### src/rtl/prot_wr_guard.sv
module prot_wr_guard #(
  parameter int ADDR_W    = 8,
  parameter int DATA_W    = 8,
  parameter int NSPEC     = 3,
  parameter int STRICT_IX = 0,
  parameter logic [ADDR_W-1:0] A_CMD   = 8'h00,
  parameter logic [ADDR_W-1:0] A_STAT  = 8'h04,
  parameter logic [ADDR_W-1:0] A_SPEC0 = 8'h10,
  parameter int SPEC_STRIDE = 4
) (
  input  logic                       clk,
  input  logic                       rst_n,
  input  logic [ADDR_W-1:0]          bus_addr,
  input  logic [DATA_W-1:0]          bus_wdata,
  input  logic                       bus_wr,
  input  logic                       bus_rd,
  input  logic                       bus_bit,
  input  logic [$clog2(DATA_W)-1:0]  bus_bitpos,
  input  logic                       bus_rmw,
  output logic [DATA_W-1:0]          bus_rdata,
  output logic                       prot_err
);
  localparam int BP_W = $clog2(DATA_W);

  logic win_open, win_taint, err_q;
  logic [DATA_W-1:0] spec_q [NSPEC];
  logic [NSPEC-1:0]  spec_hit;

  genvar g;
  generate
    for (g = 0; g < NSPEC; g++) begin : g_hit
      assign spec_hit[g] = (bus_addr == A_SPEC0 + ADDR_W'(g * SPEC_STRIDE));
    end
  endgenerate

  wire is_cmd  = (bus_addr == A_CMD);
  wire is_stat = (bus_addr == A_STAT);
  wire is_spec = |spec_hit;
  wire rmw_rd  = bus_rd & bus_rmw & ~bus_wr;

  wire spec_ok = win_open & is_spec & ~(spec_hit[STRICT_IX] & win_taint);
  wire err_set = (bus_wr & (is_spec ? ~spec_ok : win_open)) | (rmw_rd & win_open);
  wire stat_b0 = bus_wr & is_stat & (~bus_bit | (bus_bitpos == '0));
  wire err_clr = stat_b0 & ~bus_wdata[0];

  always_ff @(posedge clk) begin
    if (!rst_n) begin
      err_q     <= 1'b0;
      win_open  <= 1'b0;
      win_taint <= 1'b0;
    end else begin
      if (err_clr)      err_q <= 1'b0;
      else if (err_set) err_q <= 1'b1;
      if (bus_wr) begin
        win_open  <= is_cmd;
        win_taint <= 1'b0;
      end else if (bus_rd && win_open) begin
        if (bus_rmw) win_open  <= 1'b0;
        else         win_taint <= 1'b1;
      end
    end
  end

  generate
    for (g = 0; g < NSPEC; g++) begin : g_spec
      always_ff @(posedge clk) begin
        if (!rst_n) spec_q[g] <= '0;
        else if (bus_wr && spec_ok && spec_hit[g]) begin
          if (bus_bit) spec_q[g][bus_bitpos] <= bus_wdata[0];
          else         spec_q[g] <= bus_wdata;
        end
      end


      spec_guard_chk: assert property (@(posedge clk) disable iff (!rst_n)
        !$stable(spec_q[g]) |-> $past(win_open && bus_wr));
    end
  endgenerate

  always_comb begin
    bus_rdata = '0;
    if (is_stat) bus_rdata[0] = err_q;
    for (int i = 0; i < NSPEC; i++)
      if (spec_hit[i]) bus_rdata = spec_q[i];
  end

  assign prot_err = err_q;


  one_strobe_chk: assert property (@(posedge clk) disable iff (!rst_n)
    !(bus_wr && bus_rd));


  err_rise_chk: assert property (@(posedge clk) disable iff (!rst_n)
    $rose(prot_err) |-> $past(bus_wr || (bus_rd && bus_rmw)));


  err_fall_chk: assert property (@(posedge clk) disable iff (!rst_n)
    $fell(prot_err) |-> $past(bus_wr && is_stat && !bus_wdata[0]));


  win_close_chk: assert property (@(posedge clk) disable iff (!rst_n)
    (bus_wr && !is_cmd) |=> !win_open);


  rmw_break_chk: assert property (@(posedge clk) disable iff (!rst_n)
    (rmw_rd && win_open) |=> (!win_open && prot_err));
endmodule

### config.mk
export PLATFORM = sky130hd
export DESIGN_NAME = prot_wr_guard
export DESIGN_NICKNAME = d
export VERILOG_FILES = /design/src/rtl/prot_wr_guard.sv
export SDC_FILE = /design/constraint.sdc
export NUM_CORES = 1
export LEC_CHECK = 0
export ABC_AREA = 1
export CORE_ASPECT_RATIO = 1.5
export CORE_MARGIN = 8
export CORE_UTILIZATION = 50
export DETAILED_ROUTE_END_ITERATION = 7
export GPL_ROUTABILITY_DRIVEN = 0
export PLACE_DENSITY = 0.81
export SETUP_SLACK_MARGIN = 0.2
export SKIP_LAST_GASP = 1
export SYNTH_ARGS = -nofsm -noshare
export SYNTH_HDL_FRONTEND = slang
export SYNTH_SLANG_ARGS = --single-unit
### constraint.sdc
create_clock -name clk -period 3.23 [get_ports clk]
set_input_delay 0.323 -clock clk [delete_from_list [all_inputs] [get_ports clk]]
set_output_delay 0.323 -clock clk [all_outputs]
set_load 0.02 [all_outputs]
* Word level (Yosys, flattened, before mapping)
Memories as Yosys holds them, arrays and structs flattened.
Index checks and enable logic that the tools add are counted.
** Word-level totals
- Register bits after elaboration :: 3
- Memory bits (writable) :: 24
- Input port bits :: 25
- Output and inout port bits :: 9
- Word-level logic and storage cells :: 171
- Memories kept :: 1
** Operators by class
- Order comparisons :: 2
- Equality and inequality tests :: 4
- Multiplexer cells :: 79
- Bitwise logic cells :: 67
- Reduce and logical (&&, ||, !) cells :: 15
** Memory list
- spec_q :: depth 3, width 8, rd ports 3, clocked after memory_dff 0, write ports 3, line 26 : logic [DATA_W-1:0] spec_q [NSPEC];
** Operators with widths (number)
- $mux 1 :: 72
- $or 1x1->1 :: 50
- $mux 8 :: 6
- $eq 8x5->1 const B :: 3
- $and 1x1->1 :: 10
- $eq 8x3->1 const B :: 1
- $logic_not 8->1 :: 1
- $not 1->1 :: 7
- $logic_and 1x1->1 :: 6
- $lt 3x4->1 const B :: 1
- $reduce_and 2->1 :: 2
- $reduce_bool 2->1 :: 2
- $reduce_or 2->1 :: 2
- $demux 1 s3 :: 1
- $ge 3x1->1 const B :: 1
- $logic_not 3->1 :: 1
- $reduce_or 3->1 :: 1

* Logic depth before layout (Yosys ltp)
- Depth after elaboration :: 11
- Mapped depth :: 9
- Gate-level depth less buffers :: 9

* Least setup slack after synthesis
OpenSTA, ideal clock, no wires.
- Kind :: input-to-reg
- Start :: input bus_addr[1]
- End :: memory spec_q[1][1], enable pin
- Setup time :: 0.299 ns
- Data arrival time :: 1.217 ns
- Required time :: 2.931 ns
- Slack :: 1.715 ns
- Stages :: 8
- Buffers on the path :: 1
- Cell sequence :: nor2_2 -> nand3_1 -> nor2_4 -> buf_6 -> nand4_4 -> nand2_1 -> inv_2 -> o21ai_2
** RTL lines
- start: declaration :: line 13 : input logic [ADDR_W-1:0] bus_addr,
- end: declaration :: line 26

* Worst setup path after layout
- Start :: input bus_addr[1]
- End :: output bus_rdata[2]
** On the way
- Cells in the longest elaborated chain, start to end :: 4
- Elaborated cells between the ends (all ways) :: 6
- Those cells by class :: eq/ne (3); mux (3)
** RTL lines
- $eq 8x5->1 :: line 32 : assign spec_hit[g] = (bus_addr == A_SPEC0 + ADDR_W'(g * SPEC_STRIDE));
- $mux 8 (2 in series) :: line 84 : if (spec_hit[i]) bus_rdata = spec_q[i];
- $mux 8 (*) :: line 84
- end: declaration :: line 20 : output logic [DATA_W-1:0] bus_rdata,
Mark *: on every way between the ends. The rest lies on a longest branch, timed or not.

==> results.json <==
{
  "antennaDiodeCount": 0,
  "dieArea_sq_um": 6450,
  "yosys-mux-area-fraction_pct": 0,
  "vias": 1834,
  "place_hpwl_microns": 4170,
  "critPathKind": "in -> out",
  "routed_via_density": 5.33,
  "synth_most_common_cell": "nand2_1",
  "p_leak_nw": 1.01,
  "htree_levels": 1,
  "ioPinCount": 34,
  "ys.flop_type": "edfxtp_1",
  "n_fill_cell": 393,
  "finalClockSkew_ns": 0.00521,
  "worstSetupStartpointType": "input pin",
  "synth_xor_area_share_pct": 0,
  "clock_sinks": 27,
  "cts_tree": "built",
  "grt_pass1_vias": 1816,
  "grt_max_degree": 15,
  "hold_viol": 0,
  "syn-num-nets": 292,
  "critPathRequiredTime_ns": 2.91,
  "detail_route.wl_per_cell_microns": 15.3,
  "clkTransAtPathRegs_ns": 0.10,
  "ir_drop_uv": 226,
  "postLayoutCoreUtil_pct": 61.5,
  "cts_setup_buffers": 0,
  "ant_nets": 0,
  "multi_input_area_sq_um": 1090,
  "clk_latency_ns": 0.28,
  "crit_path_max_fanout": 11,
  "syn-instance-count": 267,
  "initial_core_util_pct": 51.8,
  "hold_class": "reg -> reg",
  "antenna_found_initial": 0,
  "totalWireLength_microns": 5260,
  "grt_pass1_wl_microns": 8430,
  "ys_types": 28,
  "overflow": 0,
  "grt_usage_pct": 17.1,
  "period_needed_ns": 2.60,
  "numCtsBuffers": 3,
  "max_slew_margin_pct": 67.3,
  "cp-end-kind": "primary output",
  "finalCritPeriodShare_pct": 80.6,
  "ff_latch_area_sq_um": 781,
  "post-route-cell-area_sq_um": 2430,
  "tightest_slew_ns": 0.486,
  "drive_gt1_share_pct": 17.4,
  "whs_ns": 0.571,
  "core_sq_um": 3960,
  "fp-row-count": 28,
  "cts_hold_buffers": 0,
  "ys.warnings.count": 0,
  "setup_viol": 0,
  "fin_setup_tns_ns": 0,
  "drt_pre_antenna_iters": 5,
  "ctsResizeCount": 0,
  "rsz0062_at_grt": "no",
  "drv_cap": 0,
  "fin_cells": 344,
  "status": "complete, no violations",
  "die_x_microns": 68.3,
  "synth_top_family_by_area": "simple AND/OR/NAND/NOR gates",
  "cellPowerDensity_nw_per_um2": 288,
  "synth_top_area_cell": "edfxtp_1",
  "synth_common_cells": "nand2_1, edfxtp_1, inv_1, nor2_1, o21ai_2",
  "ys_seq_area_share_pct": 38.0,
  "synth_edf_count": 24,
  "synth_fa_ha_area_share_pct": 0,
  "synth_compound_area_share_pct": 10.1,
  "synth-seq-cells": 27,
  "crit_arrival_ns": 2.28,
  "cts.path.max_buffers": 2,
  "netlist_area_sq_um": 2050,
  "synth-async-reset-ratio_pct": 0,
  "place_area_sq_um": 2390,
  "syn_to_final_growth_pct": 18.6,
  "drc_errors": 0,
  "max_freq_ghz": 0.384,
  "nets": 325,
  "synth_simple_gate_area_share_pct": 43.0,
  "synth_area_leaders": "edfxtp_1, nand2_1, o21ai_2",
  "drv_slew": 0,
  "port_buffers": 33,
  "synth.avg_cell_area_sq_um": 7.69,
  "drt_iter0_drc": 96,
  "die_h_microns": 94.5,
  "dp_cells": 340,
  "synth_top_area_share_pct": 35.1,
  "cts-root-buf": "clkbuf_8"
}
-- kinds of logic after synthesis --
group	after synthesis
simple gates	171
compound gates	29
flops	27
buf+inv	40
-- flip-flops by register name, indices dropped and copies added (netlist names) --
signal,flops
spec_q,24
prot_err,1
win_open,1
win_taint,1
-- per-layer routing --
layer	global-route usage [%]	part of all wire, %
met1	17.6	37
met5	0	0
met4	5.32	2.2
met2	33.1	55
met3	2.61	6.3
-- final timing paths --
check | start | end | slack [ns] | cells past startpoint
max | bus_addr[1] | bus_rdata[2] | 0.63 | 7
min | prot_err$_SDFFE_PP0P_ | prot_err$_SDFFE_PP0P_ | 0.57 | 4
max reg2reg | win_open$_SDFFE_PN0P_ | spec_q[1][2]$_DFFE_PP_ | 1.71 | 4
min reg2reg | prot_err$_SDFFE_PP0P_ | prot_err$_SDFFE_PP0P_ | 0.57 | 4
-- worst max-delay path: stages --
cell             delay [ns]
clkdlybuf4s50_1        0.43
nor2_2                 0.20
nand3_1                0.17
nor2_4                 0.32
nand2_1                0.11
nand3_1                0.12
clkdlybuf4s50_1        0.61
-- power by group --
part / internal, mW / switching, mW
logic: 0.0425 / 0.0638
clock network: 0.0888 / 0.112
registers: 0.389 / 0.00414
-- cells in the final DEF (no fill, tap or decap), drive strengths merged --
cell,synthesis,layout
nand2,109,109
inv,34,34
clkdlybuf4s50,0,33
nor2,29,29
edfxtp,24,24
o21ai,23,23
nand3,15,15
nor3,11,11
nand4,7,7
clkbuf,0,4
dfxtp,3,3
a21oi,2,2
o31ai,1,1
clkinv,1,1
a31oi,1,1
o211ai,1,1
o21bai,1,1
-- through the flow --
step / worst slack (ns) / power (mW)
after detailed placement: 0.631 / 0.507
final: 0.626 / 0.701
after global placement: 0.689 / 0.505
after floorplan: 1.71 / 0.452
after global routing: 0.446 / 0.720
after CTS: 0.615 / 0.698
-- final cells by class --
type	instances	share of cell area (%)
timing repair buffer	33	13.6
tap	45	2.31
inverter	35	5.40
multi-input combinational	200	44.8
clock buffer	4	1.85
sequential	27	32.1
(Power assumes the default switching activity.)
